`config.mk`:
```
export PLATFORM = sky130hd
export DESIGN_NAME = reset_vector_sequencer
export DESIGN_NICKNAME = d
export VERILOG_FILES = /design/src/rtl/reset_vector_sequencer.sv
export SDC_FILE = /design/constraint.sdc
export NUM_CORES = 1
export LEC_CHECK = 0
export CORE_MARGIN = 5
export CORE_UTILIZATION = 45
export DETAILED_ROUTE_END_ITERATION = 6
export PLACE_DENSITY = 0.74
export SETUP_SLACK_MARGIN = 0.5
export SKIP_LAST_GASP = 1
export SYNTH_ARGS = -nofsm -noshare
export SYNTH_HDL_FRONTEND = slang
export SYNTH_SLANG_ARGS = --single-unit
```
`constraint.sdc`:
```
create_clock -name clk -period 2.4 [get_ports clk]
set_clock_uncertainty 0.15 [all_clocks]
set_input_delay 0.48 -clock clk [delete_from_list [all_inputs] [get_ports clk]]
set_output_delay 0.48 -clock clk [all_outputs]
set_load 0.02 [all_outputs]
```
`src/rtl/reset_vector_sequencer.sv`:
```
module reset_vector_sequencer #(
  parameter int DATA_W       = 8,
  parameter int POR_CYCLES   = 4064,
  parameter int EXT_MIN      = 8,
  parameter int DRIVE_CYCLES = 4,
  parameter logic [2*DATA_W-1:0] VEC_ADDR = 16'h3FFE
) (
  input  logic                clk,
  input  logic                pwr_good,
  input  logic                reset_pin_n,
  output logic                pin_pull,
  input  logic                wdog_req,
  input  logic                clkmon_req,
  output logic                core_rst,
  output logic [3:0]          cause,
  input  logic                cause_clr_we,
  input  logic [3:0]          cause_clr,
  output logic [2*DATA_W-1:0] mem_addr,
  input  logic [DATA_W-1:0]   mem_rdata,
  output logic                pc_load,
  output logic [2*DATA_W-1:0] pc_value,
  output logic                start
);
  localparam int ADDR_W = 2 * DATA_W;
  localparam int CNT_W  = $clog2(POR_CYCLES + 1);
  localparam int LOW_W  = $clog2(EXT_MIN + 1);

  typedef enum logic [2:0] {S_POR, S_IDRV, S_HOLD, S_FHI, S_FLO, S_LOAD, S_STRT, S_RUN} st_t;

  st_t               state, nxt;
  logic [1:0]        sync;
  logic [CNT_W-1:0]  cnt;
  logic [LOW_W-1:0]  low_cnt;
  logic [DATA_W-1:0] pch;
  logic [ADDR_W-1:0] pc_r;

  wire pin_s   = sync[1];
  wire live    = (state >= S_FHI);
  wire wd_hit  = live & wdog_req;
  wire cm_hit  = live & ~wdog_req & clkmon_req;
  wire pin_hit = live & ~pin_s;
  wire ext_hit = (state == S_HOLD) & pin_s & (low_cnt >= LOW_W'(EXT_MIN));

  assign pin_pull = (state == S_POR) || (state == S_IDRV);
  assign core_rst = !((state == S_STRT) || (state == S_RUN));
  assign pc_load  = (state == S_LOAD);
  assign start    = (state == S_STRT);
  assign pc_value = pc_load ? {pch, mem_rdata} : pc_r;

  always_comb begin
    case (state)
      S_FLO, S_LOAD: mem_addr = VEC_ADDR + 1'b1;
      S_STRT, S_RUN: mem_addr = pc_r;
      default:       mem_addr = VEC_ADDR;
    endcase
  end

  always_comb begin
    nxt = state;
    case (state)
      S_POR:   if (cnt == CNT_W'(POR_CYCLES - 1)) nxt = S_HOLD;
      S_IDRV:  if (cnt == CNT_W'(DRIVE_CYCLES - 1)) nxt = S_HOLD;
      S_HOLD:  if (pin_s) nxt = S_FHI;
      S_FHI:   nxt = S_FLO;
      S_FLO:   nxt = S_LOAD;
      S_LOAD:  nxt = S_STRT;
      S_STRT:  nxt = S_RUN;
      default: nxt = state;
    endcase
    if (wd_hit || cm_hit) nxt = S_IDRV;
    else if (pin_hit)     nxt = S_HOLD;
  end

  always_ff @(posedge clk or negedge pwr_good) begin
    if (!pwr_good) begin
      state   <= S_POR;
      sync    <= '0;
      cnt     <= '0;
      low_cnt <= '0;
      pch     <= '0;
      pc_r    <= '0;
      cause   <= 4'b0001;
    end else begin
      state <= nxt;
      sync  <= {sync[0], reset_pin_n};
      cnt   <= (nxt != state || !pin_pull) ? '0 : cnt + CNT_W'(1);
      if (pin_pull || pin_s)                 low_cnt <= '0;
      else if (low_cnt != LOW_W'(EXT_MIN))   low_cnt <= low_cnt + LOW_W'(1);
      if (state == S_FLO)  pch  <= mem_rdata;
      if (state == S_LOAD) pc_r <= {pch, mem_rdata};
      cause <= (cause & ~(cause_clr_we ? cause_clr : 4'b0000)) | {cm_hit, wd_hit, ext_hit, 1'b0};
    end
  end

  a_r5_hold_vector: assert property (@(posedge clk) disable iff (!pwr_good)
    pin_pull |-> (mem_addr == VEC_ADDR) && core_rst);
  a_r6_fetch_order: assert property (@(posedge clk) disable iff (!pwr_good)
    pc_load |-> ($past(mem_addr) == VEC_ADDR + 1'b1) && ($past(mem_addr, 2) == VEC_ADDR));
  a_r7_start_after_load: assert property (@(posedge clk) disable iff (!pwr_good)
    start |-> $past(pc_load) && !core_rst);
  a_r7_start_single: assert property (@(posedge clk) disable iff (!pwr_good)
    start |=> !start);
  a_r9_cause_sticky: assert property (@(posedge clk) disable iff (!pwr_good)
    !cause_clr_we |=> ((cause & $past(cause)) == $past(cause)));
  a_r4_wdog_pulls: assert property (@(posedge clk) disable iff (!pwr_good)
    (wdog_req && !core_rst) |=> pin_pull && cause[2]);
  a_r2_low_pin_holds: assert property (@(posedge clk) disable iff (!pwr_good)
    (state == S_HOLD && !pin_s) |=> core_rst);
endmodule

```
==> results.txt, run 1 <==
----------------------------------------------------
[Run status]
  Outcome ... completed

[Critical path]
  Crit path cell chain ... nand3b_1 > buf_6 > buf_12 > nand2_2 > nand2_2 > buf_6
  Flop-to-flop setup slack ... 0.50 ns
  Worst-path fanout max ... 8
  Critical register-to-register path endpoint ... cnt[2]$_DFF_PN0_
  Startpoint class of the critical path ... flop
  Buf+Inv Stages, Crit Path ... 3
  Delay of the slowest critical-path stage ... 0.41 ns
  Critical Path RT ... 1.77 ns
  Largest delay share family, worst path ... buffers and inverters
  Number of cell instances on the worst register-to-register path ... 4
  Startpoint of the most critical register-to-register path ... cnt[8]$_DFF_PN0_
  Kind of end point of the critical path ... primary output
  Slowest stage cell on the critical path ... sky130_fd_sc_hd__dfrtp_1
  Type of the worst setup path ... reg -> out
  Arrival time of data at the critical path endpoint ... 1.52 ns

[Clock network]
  Root buffer cell ... sky130_fd_sc_hd__clkbuf_8
  Later-pin clock latency in the skew report ... 0.30 ns
  Cts bufs inserted ... 5
  Clock Path Buffers ... 2
  Clk pin slew, worst setup/hold paths ... 0.10 ns
  TritonCTS clock tree ... built
  Number of levels in the clock H-tree ... 2
  Clock sink count ... 49

[Drt]
  Final routed wire length divided by cell count ... 18.0 um
  DRC violation count after routing ... 0
  Count of TritonRoute iterations in the first routing pass ... 4
  Iteration-0 DRC Markers ... 131
  Total wire length ... 6970 um
  Number of vias in the routed layout ... 2057
  Avg Vias per Cell ... 5.30
  ANT nets after route ... 0

[Synthesis]
  Leading cell types by count after synthesis ... sky130_fd_sc_hd__nand2_1 (57), sky130_fd_sc_hd__dfrtp_1 (48), sky130_fd_sc_hd__nor3_1 (15), sky130_fd_sc_hd__or2_2 (13), sky130_fd_sc_hd__xor2_1 (9)
  Mapped Area ... 2270 um^2
  Post-synthesis sequential area ratio ... 54.0%
  Largest area contributor in the netlist ... sky130_fd_sc_hd__dfrtp_1
  Top post-synthesis cells by area ... sky130_fd_sc_hd__dfrtp_1 (53%), sky130_fd_sc_hd__nand2_1 (9.4%), sky130_fd_sc_hd__mux2_2 (4.0%)
  Post-synth net total ... 245
  Mapped Avg Cell Area ... 10.1 um^2
  Async set-or-reset flop fraction in the synthesized netlist ... 100%
  Post-synthesis cell count ... 224
  Count of cell types in the netlist ... 44
  Synth top area share ... 52.8%
  Number of synthesized flops with an enable pin ... 0
  Dominant synthesized flop cell ... sky130_fd_sc_hd__dfrtp_1
  Library cell with the highest instance count after synthesis ... sky130_fd_sc_hd__nand2_1
  Ys Warns ... 0
  Synth Register Bits ... 49

[Floorplanning]
  Starting density of the core ... 47.2%
  Area of the placeable core ... 4820 um^2
  Cell Rows ... 25
  Die span in y ... 81.1 um
  DIE WIDTH ... 81.1 um
  Die area ... 6570 um^2
  Count of boundary I/O pins ... 58

[Power]
  Total power divided by cell area ... 1050 nW/um^2
  IR Drop Worst-Case VDD ... 0.000712 V
  Cell leakage power ... 1.73 nW

[GRT]
  GRT Total Usage ... 18.7%
  Antenna violations before repair ... 0
  Global-route wire length before repair ... 9430 um
  Vias in the first global route ... 1995
  Total congestion overflow after global routing ... 0
  Maximum number of pins on one net before global-route repair ... 50

[Layout]
  Layout cell share with drive strength beyond 1 ... 49.8%
  Final cell count without fillers ... 388
  Fin nets ... 341
  Number of antenna repair diodes ... 0
  Number of filler cells placed in the layout ... 319
  Area grow syn2layout ... 62.6%

[Min path]
  Min-Delay Path Class ... in -> async

[Timing]
  Final number of hold-violating endpoints ... 0
  Fmax ... 466 MHz
  Count of final max-slew check failures ... 0
  Smallest hold slack ... 0.113 ns
  Setup violators final ... 0
  Share of the clock period used by the worst path ... 89.4%
  Headroom to the max-slew limit ... 58.5%
  Final sum of negative setup slack ... 0 ns
  Final Critical Period ... 2.15 ns
  RSZ-0062 raised after global routing ... true
  Slew at the pin with the worst max-slew slack ... 0.623 ns

[Placed design]
  DP Cell Count ... 350
  Port Buf Inserts ... 57
  Final HPWL DP ... 3700 um
  RD Place Congestion ... 0.841

[Run]
  Count of maximum capacitance violations ... 0

----------------------------------------------------
## report_power, final
group          internal, mW  switching (mW)
clock                 0.312           0.293
combinational         0.972           0.964
sequential             1.08           0.242
## routing by layer
metal | part of all wire (%) | track usage, % | vias to the layer above
met1 | 39 | 23.6 | 1014
met4 | 2.6 | 4.90 | 0
met3 | 5.6 | 3.77 | 13
met2 | 52 | 32.6 | 75
li1 | - | - | 955
met5 | 0 | 0 | -
## final cells by class
cell class	count	area [um^2]	area share, %
Timing Repair Buffer	94	932	25.2
Clock buffer	5	68.8	1.86
Multi-Input combinational cell	162	1290	35.0
Timing Repair inverter	1	8.76	0.237
Sequential cell	49	1230	33.3
Tap cell	67	83.8	2.27
Inverter	7	31.3	0.846
Clock inverter	3	46.3	1.25
## placed cells by master (no fill, tap or decap), types with 2 or more instances in the layout
cell type	Yosys	layout
sky130_fd_sc_hd__a22o_4	0	2
sky130_fd_sc_hd__nor2_1	5	3
sky130_fd_sc_hd__buf_12	0	2
sky130_fd_sc_hd__nor2_4	0	2
sky130_fd_sc_hd__ha_1	3	2
sky130_fd_sc_hd__clkbuf_8	0	5
sky130_fd_sc_hd__nor3_2	0	2
sky130_fd_sc_hd__inv_1	6	6
sky130_fd_sc_hd__o21ai_0	4	3
sky130_fd_sc_hd__nor3_1	15	13
sky130_fd_sc_hd__mux2_2	8	8
sky130_fd_sc_hd__dfrtp_2	0	3
sky130_fd_sc_hd__mux2i_1	2	2
sky130_fd_sc_hd__nand2b_1	2	2
sky130_fd_sc_hd__a21oi_1	3	3
sky130_fd_sc_hd__nor3b_2	1	2
sky130_fd_sc_hd__nand2_1	57	26
sky130_fd_sc_hd__clkinv_4	0	3
sky130_fd_sc_hd__nand4_1	4	4
sky130_fd_sc_hd__buf_6	2	42
sky130_fd_sc_hd__xnor2_1	3	3
sky130_fd_sc_hd__nand3_1	7	7
sky130_fd_sc_hd__or2_4	0	13
sky130_fd_sc_hd__and3_4	0	2
sky130_fd_sc_hd__clkdlybuf4s50_1	0	16
sky130_fd_sc_hd__nand2_2	0	11
sky130_fd_sc_hd__buf_2	2	2
sky130_fd_sc_hd__dlygate4sd2_1	0	3
sky130_fd_sc_hd__a21o_1	2	2
sky130_fd_sc_hd__or4_4	1	2
sky130_fd_sc_hd__buf_4	1	28
sky130_fd_sc_hd__dfrtp_1	48	45
sky130_fd_sc_hd__xor2_1	9	9
sky130_fd_sc_hd__nand2_4	0	20
## kinds of logic after synthesis
logic type	share of synthesized area (%)
mux	4.84
xor+xnor	4.62
flops	54.0
fa+ha+maj	1.65
simple gates	26.3
compound gates	5.23
buf+inv	3.41
## per-stage QoR
stage / worst slack (ns) / cell area (um^2) / power (mW) / util, %
after floorplan: 0.504 / 2300 / 2.03 / -
after global placement: 0.0436 / 2970 / 2.55 / 61.7
after global routing: 0.206 / 3700 / 4.05 / 76.8
after CTS: 0.338 / 3400 / 3.48 / 70.6
after detailed placement: 0.0269 / 2970 / 2.58 / 61.7
final: 0.255 / 3700 / 3.87 / 76.8
## registers in the layout (all words and copies together), names as in the netlist
| register | count |
|---|---|
| pc_r | 16 |
| cnt | 12 |
| pch | 8 |
| cause | 4 |
| low_cnt | 4 |
| state | 3 |
| sync | 2 |
## how the worst max path moves through the flow
stage,startpoint,end,slack (ns),cells past startpoint
floorplan,state[2]$_DFF_PN0_,pc_value[0],0.50,4
global placement,mem_rdata[0],pc_value[0],0.04,4
detailed placement,mem_rdata[0],pc_value[0],0.03,4
CTS,state[1]$_DFF_PN0_,pc_value[9],0.34,6
global route,state[2]$_DFF_PN0_,pc_value[9],0.21,6
finish,state[1]$_DFF_PN0_,pc_value[9],0.25,6
## repair_timing
item,CTS,global route
setup buffers,16,9
hold endpoints to repair,0,0
resized for setup,260,54
hold buffers,0,0
cloned,4,1
pin swaps,11,22
setup endpoints to repair,49,48
Power figures use the tool's default switching activity.
==> run 2: changes to the inputs <==
--- a/config.mk
+++ b/config.mk
@@ -6,9 +6,9 @@
 export NUM_CORES = 1
 export LEC_CHECK = 0
 export CORE_MARGIN = 5
-export CORE_UTILIZATION = 45
+export CORE_UTILIZATION = 48
 export DETAILED_ROUTE_END_ITERATION = 6
-export PLACE_DENSITY = 0.74
+export PLACE_DENSITY = 0.79
 export SETUP_SLACK_MARGIN = 0.5
 export SKIP_LAST_GASP = 1
 export SYNTH_ARGS = -nofsm -noshare
==> run 2 against run 1 <==
Effect of this change:
- clock-buffer cell count grew 2
- sequential power is essentially flat
- hold slack gained 0.10 ns
- flip-flop and latch count is the same
- via count grew 1.7%
- largest cell class unchanged
- highest routed layer unchanged
- critical path depth is the same
==> results.txt, run 2 (synthesized netlist as in run 1, its figures left out) <==
----------------------------------------------------
[Floorplanning]
  Die area ... 6210 um^2 (was 6570 um^2)
  Count of boundary I/O pins ... 58 (unchanged)
  Die span in y ... 78.8 um (was 81.1 um)
  Cell Rows ... 25 (unchanged)
  DIE WIDTH ... 78.8 um (was 81.1 um)
  Area of the placeable core ... 4660 um^2 (was 4820 um^2)
  Starting density of the core ... 48.8% (was 47.2%)

[Power]
  Total power divided by cell area ... 1050 nW/um^2 (about the same)
  Total power draw ... 3.79 mW (was 3.87 mW)
  IR Drop Worst-Case VDD ... 0.000637 V (was 0.000712 V)
  Cell leakage power ... 1.64 nW (was 1.73 nW)

[GRT]
  Vias in the first global route ... 1984 (was 1995)
  Global-route wire length before repair ... 9970 um (was 9430 um)
  Antenna violations before repair ... 0 (unchanged)
  GRT Total Usage ... 20.6% (was 18.7%)
  Total congestion overflow after global routing ... 0 (unchanged)
  Maximum number of pins on one net before global-route repair ... 30 (was 50)

[Run]
  Count of maximum capacitance violations ... 0 (unchanged)

[Timing]
  Fmax ... 464 MHz (was 466 MHz)
  Final number of hold-violating endpoints ... 0 (unchanged)
  Headroom to the max-slew limit ... 66.0% (was 58.5%)
  Final Critical Period ... 2.15 ns (about the same)
  Setup violators final ... 0 (unchanged)
  Slew at the pin with the worst max-slew slack ... 0.510 ns (was 0.623 ns)
  Count of final max-slew check failures ... 0 (unchanged)
  Final sum of negative setup slack ... 0 ns (unchanged)
  Share of the clock period used by the worst path ... 89.8% (was 89.4%)
  RSZ-0062 raised after global routing ... true (unchanged)

[Clock network]
  Later-pin clock latency in the skew report ... 0.30 ns (about the same)
  Clk pin slew, worst setup/hold paths ... 0.09 ns (was 0.10 ns)
  Clock sink count ... 49 (unchanged)
  Cts bufs inserted ... 5 (unchanged)
  TritonCTS clock tree ... built (unchanged)
  Clock Path Buffers ... 2 (unchanged)
  Number of levels in the clock H-tree ... 2 (unchanged)
  Root buffer cell ... sky130_fd_sc_hd__clkbuf_8 (unchanged)

[Layout]
  Largest register FFs ... 16 (unchanged)
  Fin nets ... 341 (unchanged)
  Most frequent standard cell in the layout excluding fill and tap cells ... sky130_fd_sc_hd__dfrtp_1 (unchanged)
  Area grow syn2layout ... 57.9% (was 62.6%)
  Largest registers ... pc_r (16), cnt (12), pch (8) (unchanged)
  Number of antenna repair diodes ... 0 (unchanged)
  Commonest non-fill, non-tap cells in the layout ... sky130_fd_sc_hd__dfrtp_1 (46), sky130_fd_sc_hd__buf_6 (29), sky130_fd_sc_hd__nand2_1 (24), sky130_fd_sc_hd__buf_4 (24), sky130_fd_sc_hd__nand2_4 (19) (was sky130_fd_sc_hd__dfrtp_1 (45), sky130_fd_sc_hd__buf_6 (42), sky130_fd_sc_hd__buf_4 (28))
  Largest register by flop count ... pc_r (unchanged)
  Layout cell share with drive strength beyond 1 ... 50.8% (was 49.8%)

[Placed design]
  Final HPWL DP ... 3780 um (was 3700 um)
  Port Buf Inserts ... 57 (unchanged)
  RD Place Congestion ... 0.885 (was 0.841)

[Drt]
  Avg Vias per Cell ... 5.58 (was 5.30)
  Total wire length ... 6800 um (was 6970 um)
  Count of TritonRoute iterations in the first routing pass ... 4 (unchanged)
  ANT nets after route ... 0 (unchanged)
  Final routed wire length divided by cell count ... 18.1 um (was 18.0 um)
  Iteration-0 DRC Markers ... 170 (was 131)
  Number of vias in the routed layout ... 2091 (was 2057)
  DRC violation count after routing ... 0 (unchanged)

[Critical path]
  Crit path cell chain ... nand3b_1 > buf_6 > buf_12 > nand2_2 > nand2_2 > buf_6 (unchanged)
  Arrival time of data at the critical path endpoint ... 1.52 ns (about the same)
  Critical Path RT ... 1.77 ns (about the same)
  Startpoint of the most critical register-to-register path ... cnt[9]$_DFF_PN0_ (was cnt[8]$_DFF_PN0_)
  Startpoint class of the critical path ... flop (unchanged)
  Delay of the slowest critical-path stage ... 0.41 ns (about the same)
  Number of cell instances on the worst register-to-register path ... 4 (unchanged)
  Flop-to-flop setup slack ... 0.47 ns (was 0.50 ns)
  Crit path capture ... pc_value[5] (was pc_value[9])
  Setup crit start ... state[1]$_DFF_PN0_ (unchanged)
  Kind of end point of the critical path ... primary output (unchanged)
  Worst-path fanout max ... 7 (was 8)
  Type of the worst setup path ... reg -> out (unchanged)
  Slowest stage cell on the critical path ... sky130_fd_sc_hd__dfrtp_1 (unchanged)
  Critical register-to-register path endpoint ... cnt[10]$_DFF_PN0_ (was cnt[2]$_DFF_PN0_)

[Min path]
  Min-Delay Path Class ... reg -> reg (was in -> async)

[Run status]
  Outcome ... completed (unchanged)

----------------------------------------------------
run 2: layout make-up:
cell class,instances,area [um^2]
Multi-Input combinational cell,162,1300
Sequential cell,49,1230
Fill cell,290,1070
Timing Repair Buffer,94,871
Clock buffer,7,76.3
Tap cell,54,67.6
Inverter,7,31.3
Timing Repair inverter,1,8.76
Clock inverter,1,7.51
run 2: power breakdown:
part           switching, mW  total, mW  internal, mW
Clock                  0.271      0.478         0.207
Combinational          0.974       1.99          1.02
Sequential             0.235       1.32          1.08
Total                   1.48       3.79          2.31
run 2: critical path, delay by kind of cell (launching register included):
kind,cells,cell delay (ns)
buffers and inverters,3,0.45
flip-flops,1,0.41
AND/OR/NAND/NOR,3,0.36
run 2: through the flow:
| step | utilization [%] | worst slack [ns] | area (um^2) | cells | hold slack [ns] |
|---|---|---|---|---|---|
| floorplan | - | 0.504 | 2300 | 224 | 0.0344 |
| global placement | 63.5 | 0.0484 | 2960 | 336 | 0.184 |
| detailed placement | 63.5 | 0.0332 | 2960 | 336 | 0.196 |
| CTS | 71.2 | 0.299 | 3320 | 364 | 0.216 |
| global route | 77.0 | 0.193 | 3590 | 375 | 0.231 |
| finish | 77.0 | 0.246 | 3590 | 375 | 0.215 |
run 2: per-layer routing:
layer / wire length, um / vias to the layer above / track usage [%]
li1: - / 953 / -
met1: 2670 / 1051 / 25.8
met2: 3590 / 74 / 34.6
met3: 394 / 13 / 5.22
met4: 146 / 0 / 7.22
met5: 0 / - / 0
run 2: worst min path at each step:
stage | start | endpoint | cells after the start
final | sync[0]$_DFF_PN0_ | sync[1]$_DFF_PN0_ | 0
after floorplan | pwr_good | cause[1]$_DFF_PN0_ | 0
after detailed placement | sync[0]$_DFF_PN0_ | sync[1]$_DFF_PN0_ | 0
after CTS | sync[0]$_DFF_PN0_ | sync[1]$_DFF_PN0_ | 0
after global placement | sync[0]$_DFF_PN0_ | sync[1]$_DFF_PN0_ | 0
after global routing | sync[0]$_DFF_PN0_ | sync[1]$_DFF_PN0_ | 0
run 2: what timing repair did:
item                       4_1_cts  5_1_grt
hold endpoints to repair        19        0
cloned                           3        1
setup buffers                   16       10
setup endpoints to repair       49       48
gates resized for setup        235       45
pin swaps                       33       14
hold buffers                     1        0
==> run 3: changes to the inputs <==
--- a/config.mk
+++ b/config.mk
@@ -6,9 +6,10 @@
 export NUM_CORES = 1
 export LEC_CHECK = 0
 export CORE_MARGIN = 5
-export CORE_UTILIZATION = 48
+export CORE_UTILIZATION = 60
 export DETAILED_ROUTE_END_ITERATION = 6
-export PLACE_DENSITY = 0.79
+export DONT_BUFFER_PORTS = 1
+export PLACE_DENSITY = 0.76
 export SETUP_SLACK_MARGIN = 0.5
 export SKIP_LAST_GASP = 1
 export SYNTH_ARGS = -nofsm -noshare
==> run 3 against run 2 <==
Effect of this change:
- utilization rose by 10 points
- global-route usage grew 5.1 points
- hold slack got worse by 0.17 ns
- design area fell by 11%
- register-to-register slack got worse by 0.07 ns
- worst setup slack improved by 0.021 ns
- clock-buffer cell count is 2 lower
- largest power group unchanged
- clock power up 46%
- combinational power shrank 25%
- critical path depth down 2
==> results.txt, run 3 (synthesized netlist as in run 1, its figures left out) <==
----------------------------------------------------
[Run status]
  Outcome ... completed (unchanged)

[Timing]
  Share of the clock period used by the worst path ... 88.9% (was 89.8%)
  Fmax ... 469 MHz (was 464 MHz)
  Slew at the pin with the worst max-slew slack ... 0.566 ns (was 0.510 ns)
  Headroom to the max-slew limit ... 62.2% (was 66.0%)
  Final number of hold-violating endpoints ... 0 (unchanged)
  Setup violators final ... 0 (unchanged)
  Count of final max-slew check failures ... 0 (unchanged)
  Final sum of negative setup slack ... 0 ns (unchanged)
  Final Critical Period ... 2.13 ns (was 2.15 ns)
  RSZ-0062 raised after global routing ... true (unchanged)

[Power]
  Part of the total power dissipated in the clock network ... 19.5% (was 12.6%)
  Design internal power ... 2.11 mW (was 2.31 mW)
  Switching power of the nets ... 1.48 mW (about the same)
  IR Drop Worst-Case VDD ... 0.000694 V (was 0.000637 V)
  Logic pwr share ... 41.8% (was 52.5%)
  Relative contribution of sequential cells to total power ... 38.7% (was 34.8%)
  Total power draw ... 3.59 mW (was 3.79 mW)
  Total power divided by cell area ... 1130 nW/um^2 (was 1050 nW/um^2)
  Switching part of the total power ... 41.2% (was 39.1%)
  Cell leakage power ... 1.44 nW (was 1.64 nW)

[Layout]
  Largest register by flop count ... pc_r (unchanged)
  Number of filler cells placed in the layout ... 153 (was 290)
  Fin nets ... 273 (was 341)
  Largest registers ... pc_r (16), cnt (12), pch (8) (unchanged)
  Commonest non-fill, non-tap cells in the layout ... sky130_fd_sc_hd__dfrtp_1 (45), sky130_fd_sc_hd__nand2_4 (31), sky130_fd_sc_hd__nand2_1 (19) (was sky130_fd_sc_hd__dfrtp_1 (46), sky130_fd_sc_hd__buf_6 (29), sky130_fd_sc_hd__nand2_1 (24), sky130_fd_sc_hd__buf_4 (24), sky130_fd_sc_hd__nand2_4 (19))
  Largest register FFs ... 16 (unchanged)
  Area grow syn2layout ... 40.1% (was 57.9%)
  Most frequent standard cell in the layout excluding fill and tap cells ... sky130_fd_sc_hd__dfrtp_1 (unchanged)
  Layout cell share with drive strength beyond 1 ... 46.6% (was 50.8%)
  Final cell count without fillers ... 301 (was 375)
  Number of antenna repair diodes ... 0 (unchanged)

[Critical path]
  Flop-to-flop setup slack ... 0.40 ns (was 0.47 ns)
  Largest delay share family, worst path ... flip-flops (was buffers and inverters)
  Kind of end point of the critical path ... primary output (unchanged)
  Setup crit start ... state[1]$_DFF_PN0_ (unchanged)
  Crit path cell chain ... buf_6 > nand2_4 > bufbuf_16 > or2_4 (was nand3b_1 > buf_6 > buf_12 > nand2_2 > nand2_2 > buf_6)
  Worst-path fanout max ... 6 (was 7)
  Buf+Inv Stages, Crit Path ... 2 (was 3)
  Type of the worst setup path ... reg -> out (unchanged)
  Startpoint of the most critical register-to-register path ... state[1]$_DFF_PN0_ (was cnt[9]$_DFF_PN0_)
  Critical Path RT ... 1.77 ns (about the same)
  Slowest stage cell on the critical path ... sky130_fd_sc_hd__dfrtp_1 (unchanged)
  Startpoint class of the critical path ... flop (unchanged)
  Arrival time of data at the critical path endpoint ... 1.50 ns (was 1.52 ns)
  Critical register-to-register path endpoint ... cnt[11]$_DFF_PN0_ (was cnt[10]$_DFF_PN0_)
  Delay of the slowest critical-path stage ... 0.44 ns (was 0.41 ns)
  Number of cell instances on the worst register-to-register path ... 7 (was 4)

[Placed design]
  RD Place Congestion ... 0.827 (was 0.885)
  Port Buf Inserts ... 0 (was 57)
  Final HPWL DP ... 3380 um (was 3780 um)
  DP Cell Count ... 273 (was 336)

[Drt]
  DRC violation count after routing ... 0 (unchanged)
  Final routed wire length divided by cell count ... 25.2 um (was 18.1 um)
  Avg Vias per Cell ... 6.57 (was 5.58)
  Count of TritonRoute iterations in the first routing pass ... 4 (unchanged)
  ANT nets after route ... 0 (unchanged)
  Total wire length ... 7580 um (was 6800 um)
  Iteration-0 DRC Markers ... 188 (was 170)
  Number of vias in the routed layout ... 1979 (was 2091)

[Floorplanning]
  Die area ... 5120 um^2 (was 6210 um^2)
  Area of the placeable core ... 3660 um^2 (was 4660 um^2)
  Die span in y ... 71.6 um (was 78.8 um)
  Count of boundary I/O pins ... 58 (unchanged)
  Starting density of the core ... 62.1% (was 48.8%)
  DIE WIDTH ... 71.6 um (was 78.8 um)
  Cell Rows ... 22 (was 25)

[Clock network]
  Number of levels in the clock H-tree ... 2 (unchanged)
  Root buffer cell ... sky130_fd_sc_hd__clkbuf_8 (unchanged)
  Clk pin slew, worst setup/hold paths ... 0.09 ns (about the same)
  TritonCTS clock tree ... built (unchanged)
  Later-pin clock latency in the skew report ... 0.31 ns (was 0.30 ns)
  Clock sink count ... 49 (unchanged)
  Clock Path Buffers ... 2 (unchanged)
  Cts bufs inserted ... 5 (unchanged)

[GRT]
  Global-route wire length before repair ... 10100 um (was 9970 um)
  Maximum number of pins on one net before global-route repair ... 50 (was 30)
  Vias in the first global route ... 1908 (was 1984)
  Total congestion overflow after global routing ... 0 (unchanged)
  GRT Total Usage ... 25.7% (was 20.6%)
  Antenna violations before repair ... 0 (unchanged)

[Min path]
  Min-Delay Path Class ... in -> reg (was reg -> reg)
  Number of cells on the worst hold path ... 0 (unchanged)
  Start point of the worst hold path ... reset_pin_n (was sync[0]$_DFF_PN0_)
  Endpoint with the worst hold slack ... sync[0]$_DFF_PN0_ (was sync[1]$_DFF_PN0_)

[Run]
  Count of maximum capacitance violations ... 0 (unchanged)

----------------------------------------------------
[run 3: worst reg2reg max path, stage by stage, from the launching register on]
cell and delay [ns]:
sky130_fd_sc_hd__dfrtp_1 0.45, sky130_fd_sc_hd__buf_6 0.15, sky130_fd_sc_hd__buf_6 0.11, sky130_fd_sc_hd__buf_6 0.13, sky130_fd_sc_hd__buf_4 0.14, sky130_fd_sc_hd__a21o_1 0.18
sky130_fd_sc_hd__a22o_4 0.30, sky130_fd_sc_hd__nor3_1 0.28
[run 3: area by class of cell]
cell class	instances	area, um^2	area share (%)
repair inverters	1	11.3	0.353
inverters	7	38.8	1.22
clock inverters	3	65.1	2.04
well taps	48	60.1	1.89
repair buffers	27	352	11.0
multi-input cells	161	1360	42.7
flip-flops and latches	49	1230	38.6
clock buffers	5	68.8	2.16
[run 3: worst max path at each step]
stage / to / depth (start not counted) / slack [ns]
after floorplan: pc_value[0] / 4 / 0.50
after global placement: cnt[10]$_DFF_PN0_ / 5 / 0.42
after detailed placement: cnt[10]$_DFF_PN0_ / 5 / 0.30
after CTS: pc_value[15] / 5 / 0.39
after global routing: pc_value[10] / 5 / 0.24
final: mem_addr[5] / 4 / 0.27
[run 3: timing repair]
action	CTS	global route
endpoints found under the hold margin	49	0
buffers inserted	7	6
cloned	5	0
setup endpoints to repair	42	46
hold buffers	2	0
pin swaps	25	25
resized for setup	87	31
[run 3: metal layers]
metal,global-route usage [%],share of wire [%],vias to the layer above
met4,8.35,3.2,0
met3,6.73,8.2,29
met1,30.8,36,995
met5,0,0,-
met2,44.9,52,132
li1,-,-,823
[run 3: metrics by stage]
| stage | hold WS, ns | utilization [%] | area, um^2 | setup slack, ns |
|---|---|---|---|---|
| finish | 0.0473 | 87.0 | 3190 | 0.267 |
| global route | 0.0282 | 87.0 | 3190 | 0.240 |
| CTS | 0.0449 | 82.3 | 3010 | 0.386 |
| detailed placement | 0.0359 | 64.8 | 2370 | 0.300 |
| global placement | 0.0356 | 64.8 | 2370 | 0.421 |
| floorplan | 0.0344 | - | 2300 | 0.504 |
[run 3: power by group through the flow]
| stage | logic (mW) | clock network, mW | registers (mW) |
|---|---|---|---|
| after floorplan | 0.807 | 0 | 1.22 |
| after global placement | 0.874 | 0 | 1.27 |
| after detailed placement | 0.909 | 0 | 1.29 |
| after CTS | 1.27 | 0.692 | 1.31 |
| after global routing | 1.59 | 0.737 | 1.41 |
| final | 1.50 | 0.698 | 1.39 |
